==> src/rtl/nand_addr_pkg.sv <==
package nand_addr_pkg;
  typedef enum logic {
    OP_READ    = 1'b0,
    OP_PROGRAM = 1'b1
  } op_e;

  localparam logic [7:0] CMD_PTR_LO    = 8'h00;
  localparam logic [7:0] CMD_PTR_HI    = 8'h01;
  localparam logic [7:0] CMD_PTR_SPARE = 8'h50;
  localparam logic [7:0] CMD_PROG_SET  = 8'h80;
endpackage

==> src/rtl/nand_addr_range_chk.sv <==
module nand_addr_range_chk #(
  parameter int BLK_W         = 12,
  parameter int PAGE_W        = 5,
  parameter int COL_W         = 10,
  parameter int NUM_BLOCKS    = 4096,
  parameter int PAGES_PER_BLK = 32,
  parameter int PAGE_BYTES    = 528
) (
  input  logic [BLK_W-1:0]  blk,
  input  logic [PAGE_W-1:0] page,
  input  logic [COL_W-1:0]  col,
  output logic              in_range
);
  logic blk_ok, page_ok, col_ok;

  always_comb begin
    blk_ok   = 32'(blk)  < NUM_BLOCKS;
    page_ok  = 32'(page) < PAGES_PER_BLK;
    col_ok   = 32'(col)  < PAGE_BYTES;
    in_range = blk_ok && page_ok && col_ok;
  end
endmodule

==> src/rtl/nand_addr_packer.sv <==
module nand_addr_packer
  import nand_addr_pkg::*;
#(
  parameter int BLK_W      = 12,
  parameter int PAGE_W     = 5,
  parameter int COL_W      = 10,
  parameter int HALF_BYTES = 256,
  parameter int MAIN_BYTES = 512,
  localparam int ROW_W       = BLK_W + PAGE_W,
  localparam int ROW_BYTES   = (ROW_W + 7) / 8,
  localparam int ROW_PAD_W   = ROW_BYTES * 8,
  localparam int ADDR_CYCLES = 1 + ROW_BYTES,
  localparam int MAX_BYTES   = ADDR_CYCLES + 2,
  localparam int IDX_W       = $clog2(MAX_BYTES + 1)
) (
  input  logic [BLK_W-1:0]               blk,
  input  logic [PAGE_W-1:0]              page,
  input  logic [COL_W-1:0]               col,
  input  op_e                            op,
  output logic [MAX_BYTES-1:0][7:0]      seq_bytes,
  output logic [MAX_BYTES-1:0]           seq_cmd,
  output logic [IDX_W-1:0]               seq_len
);
  logic [ROW_PAD_W-1:0]            row_pad;
  logic [ADDR_CYCLES-1:0][7:0]     addr_b;
  logic [COL_W-1:0]                spare_off;
  logic [7:0]                      ptr_cmd;

  // Row = block * pages_per_block + page: concatenation, since pages is a power of two.
  assign row_pad   = ROW_PAD_W'({blk, page});
  assign spare_off = col - COL_W'(MAIN_BYTES);

  always_comb begin
    if (32'(col) >= MAIN_BYTES) begin
      ptr_cmd   = CMD_PTR_SPARE;
      addr_b[0] = 8'(spare_off);
    end else if (32'(col) >= HALF_BYTES) begin
      ptr_cmd   = CMD_PTR_HI;
      addr_b[0] = col[7:0];
    end else begin
      ptr_cmd   = CMD_PTR_LO;
      addr_b[0] = col[7:0];
    end
  end

  genvar g;
  generate
    for (g = 0; g < ROW_BYTES; g++) begin : g_row
      assign addr_b[g+1] = row_pad[g*8 +: 8];
    end
  endgenerate

  always_comb begin
    int base;
    seq_bytes    = '0;
    seq_cmd      = '0;
    seq_bytes[0] = ptr_cmd;
    seq_cmd[0]   = 1'b1;
    base         = 1;
    if (op == OP_PROGRAM) begin
      seq_bytes[1] = CMD_PROG_SET;
      seq_cmd[1]   = 1'b1;
      base         = 2;
    end
    for (int a = 0; a < ADDR_CYCLES; a++) begin
      seq_bytes[base + a] = addr_b[a];
    end
    seq_len = IDX_W'(base + ADDR_CYCLES);
  end
endmodule

==> src/rtl/nand_addr_emitter.sv <==
module nand_addr_emitter #(
  parameter int MAX_BYTES = 6,
  localparam int IDX_W    = $clog2(MAX_BYTES + 1)
) (
  input  logic                      clk,
  input  logic                      rst,
  input  logic                      load,
  input  logic [MAX_BYTES-1:0][7:0] ld_bytes,
  input  logic [MAX_BYTES-1:0]      ld_cmd,
  input  logic [IDX_W-1:0]          ld_len,
  input  logic                      out_ready,
  output logic                      out_valid,
  output logic [7:0]                out_byte,
  output logic                      out_is_cmd
);
  logic [MAX_BYTES-1:0][7:0] seq_b;
  logic [MAX_BYTES-1:0]      seq_c;
  logic [IDX_W-1:0]          len_q;
  logic [IDX_W-1:0]          idx_q;
  logic [IDX_W-1:0]          idx_nxt;
  logic                      last_beat;

  assign idx_nxt   = idx_q + 1'b1;
  assign last_beat = (idx_q == len_q - 1'b1);

  always_ff @(posedge clk) begin
    if (rst) begin
      out_valid  <= 1'b0;
      out_byte   <= 8'h00;
      out_is_cmd <= 1'b0;
      idx_q      <= '0;
      len_q      <= '0;
    end else if (load) begin
      seq_b      <= ld_bytes;
      seq_c      <= ld_cmd;
      len_q      <= ld_len;
      idx_q      <= '0;
      out_valid  <= 1'b1;
      out_byte   <= ld_bytes[0];
      out_is_cmd <= ld_cmd[0];
    end else if (out_valid && out_ready) begin
      if (last_beat) begin
        out_valid <= 1'b0;
      end else begin
        idx_q      <= idx_nxt;
        out_byte   <= seq_b[idx_nxt];
        out_is_cmd <= seq_c[idx_nxt];
      end
    end
  end

  AST_HOLD_STALLED: assert property (@(posedge clk) disable iff (rst)
    (out_valid && !out_ready) |=> (out_valid && $stable(out_byte) && $stable(out_is_cmd)));

  AST_OPEN_WITH_CMD: assert property (@(posedge clk) disable iff (rst)
    $rose(out_valid) |-> out_is_cmd);

  AST_NO_CMD_AFTER_ADDR: assert property (@(posedge clk) disable iff (rst)
    (out_valid && !out_is_cmd) |=> (!out_valid || !out_is_cmd));

  AST_END_AFTER_LAST: assert property (@(posedge clk) disable iff (rst)
    (out_valid && out_ready && last_beat) |=> !out_valid);
endmodule

==> src/rtl/nand_addr_seq.sv <==
module nand_addr_seq
  import nand_addr_pkg::*;
#(
  parameter int BLK_W         = 12,
  parameter int PAGE_W        = 5,
  parameter int COL_W         = 10,
  parameter int NUM_BLOCKS    = 4096,
  parameter int PAGES_PER_BLK = 32,
  parameter int HALF_BYTES    = 256,
  parameter int MAIN_BYTES    = 512,
  parameter int PAGE_BYTES    = 528,
  localparam int ROW_W        = BLK_W + PAGE_W,
  localparam int ROW_BYTES    = (ROW_W + 7) / 8,
  localparam int ADDR_CYCLES  = 1 + ROW_BYTES,
  localparam int MAX_BYTES    = ADDR_CYCLES + 2,
  localparam int IDX_W        = $clog2(MAX_BYTES + 1)
) (
  input  logic              clk,
  input  logic              rst,
  input  logic              req_valid,
  output logic              req_ready,
  input  logic [BLK_W-1:0]  req_block,
  input  logic [PAGE_W-1:0] req_page,
  input  logic [COL_W-1:0]  req_col,
  input  logic              req_op,
  output logic              req_err,
  output logic              out_valid,
  input  logic              out_ready,
  output logic [7:0]        out_byte,
  output logic              out_is_cmd
);
  logic                      in_range;
  logic                      accept;
  logic                      load;
  logic [MAX_BYTES-1:0][7:0] pk_bytes;
  logic [MAX_BYTES-1:0]      pk_cmd;
  logic [IDX_W-1:0]          pk_len;

  assign req_ready = !out_valid;
  assign accept    = req_valid && req_ready;
  assign load      = accept && in_range;

  nand_addr_range_chk #(
    .BLK_W(BLK_W), .PAGE_W(PAGE_W), .COL_W(COL_W),
    .NUM_BLOCKS(NUM_BLOCKS), .PAGES_PER_BLK(PAGES_PER_BLK), .PAGE_BYTES(PAGE_BYTES)
  ) u_chk (
    .blk(req_block), .page(req_page), .col(req_col), .in_range(in_range)
  );

  nand_addr_packer #(
    .BLK_W(BLK_W), .PAGE_W(PAGE_W), .COL_W(COL_W),
    .HALF_BYTES(HALF_BYTES), .MAIN_BYTES(MAIN_BYTES)
  ) u_pack (
    .blk(req_block), .page(req_page), .col(req_col), .op(op_e'(req_op)),
    .seq_bytes(pk_bytes), .seq_cmd(pk_cmd), .seq_len(pk_len)
  );

  nand_addr_emitter #(.MAX_BYTES(MAX_BYTES)) u_emit (
    .clk(clk), .rst(rst), .load(load),
    .ld_bytes(pk_bytes), .ld_cmd(pk_cmd), .ld_len(pk_len),
    .out_ready(out_ready), .out_valid(out_valid),
    .out_byte(out_byte), .out_is_cmd(out_is_cmd)
  );

  always_ff @(posedge clk) begin
    if (rst) req_err <= 1'b0;
    else     req_err <= accept && !in_range;
  end

  AST_ERR_NO_BYTES: assert property (@(posedge clk) disable iff (rst)
    req_err |-> (!out_valid && req_ready));

  AST_ERR_ONE_CYCLE: assert property (@(posedge clk) disable iff (rst)
    req_err |=> !req_err);
endmodule

==> config.mk <==
export PLATFORM = sky130hd
export DESIGN_NAME = nand_addr_seq
export DESIGN_NICKNAME = d
export VERILOG_FILES = /design/src/rtl/nand_addr_pkg.sv /design/src/rtl/nand_addr_range_chk.sv /design/src/rtl/nand_addr_packer.sv /design/src/rtl/nand_addr_emitter.sv /design/src/rtl/nand_addr_seq.sv
export SDC_FILE = /design/constraint.sdc
export NUM_CORES = 1
export LEC_CHECK = 0
export BUFFER_PORTS_ARGS = -buffer_cell sky130_fd_sc_hd__buf_2
export CAP_MARGIN = 10
export CORE_ASPECT_RATIO = 2
export CORE_MARGIN = 5
export CORE_UTILIZATION = 55
export DETAILED_ROUTE_END_ITERATION = 6
export GPL_TIMING_DRIVEN = 1
export PLACE_DENSITY = 0.78
export SKIP_LAST_GASP = 1
export SLEW_MARGIN = 20
export SYNTH_ARGS = -nofsm -noshare
export SYNTH_HDL_FRONTEND = slang
export SYNTH_SLANG_ARGS = --single-unit
==> constraint.sdc <==
create_clock -name clk -period 4.3 [get_ports clk]
set_input_delay 0 -clock clk [delete_from_list [all_inputs] [get_ports clk]]
set_output_delay 0 -clock clk [all_outputs]
set_load 0.01 [all_outputs]
=== Word-level counts from Yosys, hierarchy flattened ===
Cells that the tools add are included.
Widths: inputs -> output; s select.

* Output and inout port bits: 12
* Logic and storage cells: 84
* Register bits after elaboration: 66
* Bits of input ports: 32

* Add/sub/neg operators: 7
* Reductions and logical operators: 17
* Eq/ne operators: 2
* $lt $le $gt $ge: 12
* Bitwise logic cells: 2
* Multiplexer cells: 31

{| class="wikitable"
|+ Operator list
! kind !! count
|-
| $bwmux 48 || 4
|-
| $demux 8 s3 || 4
|-
| $ge 32x1->1 const B || 3
|-
| $lt 32x5->1 const B || 3
|-
| $mux 8 || 11
|-
| $bmux 8 s3 || 1
|-
| $ge 10x10->1 const B || 1
|-
| $ge 10x9->1 const B || 1
|-
| $lt 10x10->1 const B || 1
|-
| $mux 1 || 9
|-
| $logic_and 1x1->1 || 8
|-
| $reduce_and 2->1 || 4
|-
| $sub 8x1->8 const B || 1
|-
| $add 2x2->3 const B || 2
|-
| $lt 2x4->1 const B || 1
|-
| $lt 3x4->1 const B || 1
|-
| $reduce_bool 2->1 || 2
|-
| $add 2x1->3 const B || 1
|-
| $add 2x3->3 const B || 1
|-
| $add 3x1->3 const B || 1
|-
| $bmux 1 s3 || 1
|-
| $eq 3x3->1 || 1
|-
| $sub 3x1->3 const B || 1
|-
| $ge 2x1->1 const B || 1
|-
| other kinds (5) || 7
|}

=== Logic depth before layout (Yosys ltp) ===
* Depth after elaboration: 10
* Depth in mapped cells: 7
* Gate-level depth less buffers: 6

=== Hierarchy ===
A second synthesis with hierarchy kept.

* Cell total of the unflattened synthesis: 244
* Area total of the unflattened synthesis: 3484.6 µm²

{| class="wikitable"
|+ By module, submodules not included
! module !! area an instance (µm²) !! sequential area each (µm²) !! instances !! cells an instance
|-
| nand_addr_emitter || 2856.5 || 1941.9 || 1 || 175
|-
| nand_addr_packer || 566.8 || 0.0 || 1 || 63
|-
| nand_addr_seq || 48.8 || 20.0 || 1 || 4
|-
| nand_addr_range_chk || 12.5 || 0.0 || 1 || 2
|}

=== Worst setup path before layout ===
No wires, ideal clock.

* Path type: flip-flop to flip-flop
* Start: reg u_emit.out_valid
* End: reg u_emit.seq_b[0] in the netlist's numbering, enable pin
* Path buffers: 1
* Arrival: 2.843 ns
* Library setup time: 0.430 ns
* Required time: 3.870 ns
* Path slack: 1.027 ns
* Cell stages (with the launch flop): 5
* Period minus slack after synthesis: 3.273 ns
* Cell sequence: dfxtp_1 -> or4b_4 -> o21a_1 -> buf_6 -> nor2_1

* Longest elaborated chain between the ends: 4

{| class="wikitable"
|+ Ends and longest elaborated chain
! item !! RTL line !! source
|-
| from (decl) || nand_addr_emitter.sv:12 || <nowiki>output logic out_valid,</nowiki>
|-
| from (signal assigned) || nand_addr_emitter.sv:28 || <nowiki>out_valid <= 1'b0;</nowiki>
|-
| from (signal assigned) || nand_addr_emitter.sv:38 || <nowiki>out_valid <= 1'b1;</nowiki>
|-
| from (signal assigned) || nand_addr_emitter.sv:43 || <nowiki>out_valid <= 1'b0;</nowiki>
|-
| $logic_not 1->1 || nand_addr_seq.sv:39 || <nowiki>assign req_ready = !out_valid;</nowiki>
|-
| $logic_and 1x1->1 || nand_addr_seq.sv:40 || <nowiki>assign accept = req_valid && req_ready;</nowiki>
|-
| $logic_and 1x1->1 || nand_addr_seq.sv:41 || <nowiki>assign load = accept && in_range;</nowiki>
|-
| $reduce_and 2->1 (no source line) || n/a ||
|-
| to (signal assigned) || nand_addr_emitter.sv:34 || <nowiki>seq_b <= ld_bytes;</nowiki>
|-
| to (decl) || nand_addr_emitter.sv:16 || <nowiki>logic [MAX_BYTES-1:0][7:0] seq_b;</nowiki>
|}

No other way between the ends.
A chain may end at the register's enable or synchronous reset.

=== Worst setup path after layout ===
* Start: reg u_emit.idx_q[0]
* End: reg u_emit.out_byte[0]

* Longest elaborated chain between the ends: 6
* Elaborated cells on any way between the ends: 9
* Classes of those cells: add/sub (1); eq/ne (2); mux (5); reduce/logical (1)

{| class="wikitable"
|+ Ends and longest elaborated chain
! item !! RTL line !! source
|-
| from (decl) || nand_addr_emitter.sv:19 || <nowiki>logic [IDX_W-1:0] idx_q;</nowiki>
|-
| from (signal assigned) || nand_addr_emitter.sv:45 || <nowiki>idx_q <= idx_nxt;</nowiki>
|-
| $add 3x1->3 || nand_addr_emitter.sv:23 || <nowiki>assign idx_nxt = idx_q + 1'b1;</nowiki>
|-
| via u_emit.idx_nxt[1] || nand_addr_emitter.sv:20 || <nowiki>logic [IDX_W-1:0] idx_nxt;</nowiki>
|-
| $bmux 8 s3 || nand_addr_emitter.sv:46 || <nowiki>out_byte <= seq_b[idx_nxt];</nowiki>
|-
| $mux 8 (not written as such) || nand_addr_emitter.sv:46 ||
|-
| $mux 8 || nand_addr_emitter.sv:42 || <nowiki>if (last_beat) begin</nowiki>
|-
| $mux 8 || nand_addr_emitter.sv:41 || <nowiki>end else if (out_valid && out_ready) begin</nowiki>
|-
| $mux 8 || nand_addr_emitter.sv:33 || <nowiki>end else if (load) begin</nowiki>
|-
| to (signal assigned) || nand_addr_emitter.sv:39 || <nowiki>out_byte <= ld_bytes[0];</nowiki>
|-
| to (signal assigned) || nand_addr_emitter.sv:46 ||
|-
| to (decl) || nand_addr_emitter.sv:13 || <nowiki>output logic [7:0] out_byte,</nowiki>
|}

The timed path passes the listed nets, and every way through them passes these cells. The select of a mux whose other input is x is not followed.

==> impl_table.tex <==
\begin{tabular}{lr}
\hline
Metric & Value \\
\hline
\multicolumn{2}{l}{\textbf{Status}} \\
\quad Run status & finished clean \\
\multicolumn{2}{l}{\textbf{Min path}} \\
\quad Classification of the worst-slack hold path & in -> reg \\
\quad Launch instance of the worst min-delay path & req\_block[0] \\
\quad Sink of the worst hold path & u\_emit.seq\_b[21] \\
\quad Worst Hold Path Cells & 2 \\
\multicolumn{2}{l}{\textbf{Worst setup path}} \\
\quad Reg2Reg Setup Slack & roughly 1.8 ns \\
\quad Worst r2r src & u\_emit.idx\_q[0] \\
\quad WS Path Type & reg -> reg \\
\quad Required arrival time at the worst endpoint & 4.53 ns \\
\quad Critical Path Max Stage Delay & about 0.81 ns \\
\quad Top fanout value on the critical path & 20 \\
\quad Worst path slowest cell & sky130\_fd\_sc\_hd\_\_dfxtp\_1 \\
\quad Element type at the critical path end & register \\
\quad Worst flop-to-flop path endpoint & u\_emit.out\_byte[0] \\
\quad Critical path launch point type & register \\
\quad Cells traversed along the worst timing path & ha\_1 > inv\_1 > nor3\_1 > a211oi\_2 > nor4\_2 \\
\quad Logic depth of the worst register-to-register path & 5 \\
\quad Endpoint arrival time on the critical path & roughly 2.7 ns \\
\multicolumn{2}{l}{\textbf{Placement}} \\
\quad Pre-CTS setup slack & roughly 1.9 ns \\
\quad Number of placed cells counting well taps & about 290 \\
\quad Hpwl dp & about 3500 um \\
\quad Count of port buffers added during placement & 43 \\
\quad Total placed instance area & about 2800 um\^{}2 \\
\quad Routability congestion estimate & approximately 0.81 \\
\multicolumn{2}{l}{\textbf{GRT}} \\
\quad Total routing usage reported by global routing & 0.179 \\
\quad Initial antenna violation count & 0 \\
\quad Maximum number of pins on one net before global-route repair & 37 \\
\quad Total global routing overflow & 0 \\
\quad First-pass GRT wire length & about 8500 um \\
\quad Via count of the first global-routing pass & between 1,500 and 2,000 \\
\multicolumn{2}{l}{\textbf{Layout}} \\
\quad Share of layout cells above drive strength 1 & 0.318 \\
\quad Number of filler instances in the final layout & approximately 360 \\
\quad Total Nets Final & 294 \\
\quad Layout Cells excl Fill & 316 \\
\quad Layout Area Growth over Synthesis & 20.6\% \\
\quad Number of antenna repair diodes & 0 \\
\quad Final std cell area, no fill & roughly 3100 um\^{}2 \\
\multicolumn{2}{l}{\textbf{Synthesis}} \\
\quad Fraction of registers with async set/reset & 0 \\
\quad Average cell area after synthesis & 12.8 um\^{}2 \\
\quad Syn Nets & 235 \\
\quad Synthesis Warnings & 0 \\
\quad Post-synth EDFFs & 36 \\
\quad Most used DFF post-synth & sky130\_fd\_sc\_hd\_\_edfxtp\_1 \\
\quad Yosys cell types & 44 \\
\quad Post-synthesis cell type with the largest combined area & sky130\_fd\_sc\_hd\_\_edfxtp\_1 \\
\quad Most instantiated cells after synthesis & sky130\_fd\_sc\_hd\_\_edfxtp\_1, sky130\_fd\_sc\_hd\_\_dfxtp\_1, sky130\_fd\_sc\_hd\_\_mux2\_2 \\
\quad Portion of synthesized cell area occupied by the leading cell type & 0.421 \\
\quad Cell types occupying the most area after synthesis & sky130\_fd\_sc\_hd\_\_edfxtp\_1, sky130\_fd\_sc\_hd\_\_dfxtp\_1, sky130\_fd\_sc\_hd\_\_mux2\_2 \\
\quad Portion of the post-synthesis area used by sequential elements & 0.554 \\
\quad Most frequently used cell type in the post-synthesis netlist & sky130\_fd\_sc\_hd\_\_edfxtp\_1 \\
\quad Post-synthesis register bit count & 53 \\
\quad Cell area after technology mapping & between 2000 and 3000 um\^{}2 \\
\quad Gate count after technology mapping & about 200 \\
\multicolumn{2}{l}{\textbf{Timing}} \\
\quad Tightest slew margin relative to the limit & 0.510 \\
\quad Crit share post-route & 0.571 \\
\quad Count of endpoints failing hold in the final timing report & 0 \\
\quad Unrepaired setup endpoints after global routing & no \\
\quad Total negative slack & 0 ns \\
\quad Peak Freq & around 0.4 GHz \\
\quad Final setup violating endpoints & 0 \\
\quad Final count of pins violating max slew & 0 \\
\quad Actual slew at the worst max-slew pin & around 0.73 ns \\
\quad Clock skew & roughly 0.0046 ns \\
\quad Post-layout min period & approximately 2.5 ns \\
\quad Min setup slack post-route & around 1.8 ns \\
\multicolumn{2}{l}{\textbf{Drt}} \\
\quad Via count & 1,719 \\
\quad Vias per cell & between 5 and 6 \\
\quad TritonRoute pass-1 iters & 4 \\
\quad Post-DRT Antenna Nets & 0 \\
\quad Average wire per cell in the routed design & about 16 um \\
\quad Number of DRC markers in iteration 0 & 29 \\
\quad Final WL & between 5000 and 6000 um \\
\quad DRC errors left & 0 \\
\multicolumn{2}{l}{\textbf{Power and ir drop}} \\
\quad Power density over the cells & about 320 nW/um\^{}2 \\
\quad Maximum resistive drop on vdd & around 0.0003 V \\
\quad Internal power of the cells & 0.753 mW \\
\quad Overall power after layout & about 1 mW \\
\quad Sequential group share of total power & 0.576 \\
\quad Switching power & approximately 0.25 mW \\
\quad Sw frac & 0.249 \\
\quad Part of the power in combinational logic & 0.132 \\
\quad Relative contribution of the clock network to total power & 0.292 \\
\quad Leakage component of the power & between 1 and 1.5 nW \\
\multicolumn{2}{l}{\textbf{Floorplan}} \\
\quad Starting density of the core & 0.563 \\
\quad Core region area & roughly 4600 um\^{}2 \\
\quad Die Footprint & 6210 um\^{}2 \\
\quad Count of pins on the block boundary & 44 \\
\quad Cell row count & 35 \\
\quad X dimension of the die & 58.3 um \\
\quad Die height & roughly 110 um \\
\multicolumn{2}{l}{\textbf{CTS}} \\
\quad H-tree depth & 2 \\
\quad Later-pin clock latency in the skew report & a little over 0.3 ns \\
\quad Hold buffer count at cts & 19 \\
\quad Clock-pin transition on the worst setup and hold timing paths & $\sim$0.10 ns \\
\quad Clock Sink Count & 53 \\
\quad Cells resized by post-CTS repair & 0 \\
\quad CTS tree & done \\
\quad Worst-case clock buffer depth & 2 \\
\quad Post-CTS Repair Setup Buffers & 0 \\
\quad Cell at the root of the clock tree & sky130\_fd\_sc\_hd\_\_clkbuf\_8 \\
\quad Number of buffers created by CTS & 5 \\
\multicolumn{2}{l}{\textbf{Job}} \\
\quad Max Cap Violations & 0 \\
\hline
\end{tabular}
==> area by class of cell <==
class	count	area [um^2]	share of cell area
Inverter	7	26.3	0.00850
Tap cell	55	68.8	0.0222
Timing Repair Buffer	65	430	0.139
Sequential cell	53	1420	0.460
Clock inverter	3	25.0	0.00809
Clock buffer	5	68.8	0.0222
Multi-Input combinational cell	128	1050	0.340
==> cell families after synthesis <==
group,Yosys count,synth area share
simple gates,59,0.138
flops,53,0.554
compound gates,32,0.0995
mux,29,0.136
buf+inv,20,0.0366
xor+xnor,6,0.0263
fa+ha+maj,2,0.00975
==> sequential cells by signal, indices dropped and copies added (netlist names) <==
signal and flops:
u_emit.out_valid 1, u_emit.out_is_cmd 1, u_emit.seq_c 1, u_emit.len_q 3, u_emit.seq_b 35, u_emit.idx_q 3
req_err 1, u_emit.out_byte 8
==> placed cells by master (no fill, tap or decap), types with 4 or more instances in the layout <==
cell type | synthesis | routed
sky130_fd_sc_hd__edfxtp_1 | 36 | 36
sky130_fd_sc_hd__nor3_1 | 6 | 6
sky130_fd_sc_hd__mux2_2 | 17 | 17
sky130_fd_sc_hd__and2_1 | 9 | 9
sky130_fd_sc_hd__mux2i_1 | 9 | 9
sky130_fd_sc_hd__nand2_1 | 7 | 7
sky130_fd_sc_hd__and3_1 | 6 | 6
sky130_fd_sc_hd__or3_1 | 4 | 4
sky130_fd_sc_hd__xnor2_1 | 4 | 4
sky130_fd_sc_hd__dfxtp_1 | 17 | 17
sky130_fd_sc_hd__inv_1 | 7 | 7
sky130_fd_sc_hd__clkbuf_8 | 0 | 5
sky130_fd_sc_hd__nor2b_1 | 8 | 8
sky130_fd_sc_hd__o21ai_0 | 6 | 6
sky130_fd_sc_hd__a21oi_1 | 8 | 8
sky130_fd_sc_hd__dlygate4sd3_1 | 0 | 20
sky130_fd_sc_hd__buf_2 | 3 | 43
sky130_fd_sc_hd__nor2_1 | 7 | 6
==> metal layers <==
layer,wire (um),up-vias,track usage,part of all wire
li1,-,866,-,-
met1,1890,820,0.200,0.38
met2,2870,28,0.332,0.57
met3,162,5,0.0289,0.032
met4,76,0,0.0547,0.015
met5,0,-,0,0
==> metrics by stage <==
stage	hold slack, ns	utilization
after floorplan	0.0710	-
after global placement	0.272	0.615
after detailed placement	0.267	0.615
after CTS	0.000888	0.677
after global routing	0.00449	0.679
final	0.00525	0.679
==> worst max-delay path: cells and delay by family (launching register included) <==
family          cells  cell delay [ns]
flops               1             0.81
fa+ha+maj           1             0.63
simple gates        2             0.56
buf+inv             1             0.28
compound gates      1             0.09
==> power groups by stage <==
| stage | registers (mW) | clock network [mW] | logic [mW] |
|---|---|---|---|
| floorplan | 0.588 | 0 | 0.0809 |
| global placement | 0.589 | 0 | 0.116 |
| detailed placement | 0.590 | 0 | 0.119 |
| CTS | 0.578 | 0.301 | 0.132 |
| global route | 0.581 | 0.319 | 0.146 |
| finish | 0.578 | 0.293 | 0.132 |
==> how the worst max path moves through the flow <==
stage	end	slack, ns	from	cells past startpoint
after floorplan	u_emit.seq_b[0]	1.03	u_emit.out_valid	4
after global placement	u_emit.out_byte[0]	1.99	u_emit.idx_q[0]	5
after detailed placement	u_emit.out_byte[0]	1.87	u_emit.idx_q[0]	5
after CTS	u_emit.out_byte[0]	1.83	u_emit.idx_q[0]	5
after global routing	u_emit.out_byte[0]	1.58	u_emit.idx_q[0]	5
final	u_emit.out_byte[0]	1.85	u_emit.idx_q[0]	5
No activity file was read; power rests on OpenSTA's default activity.
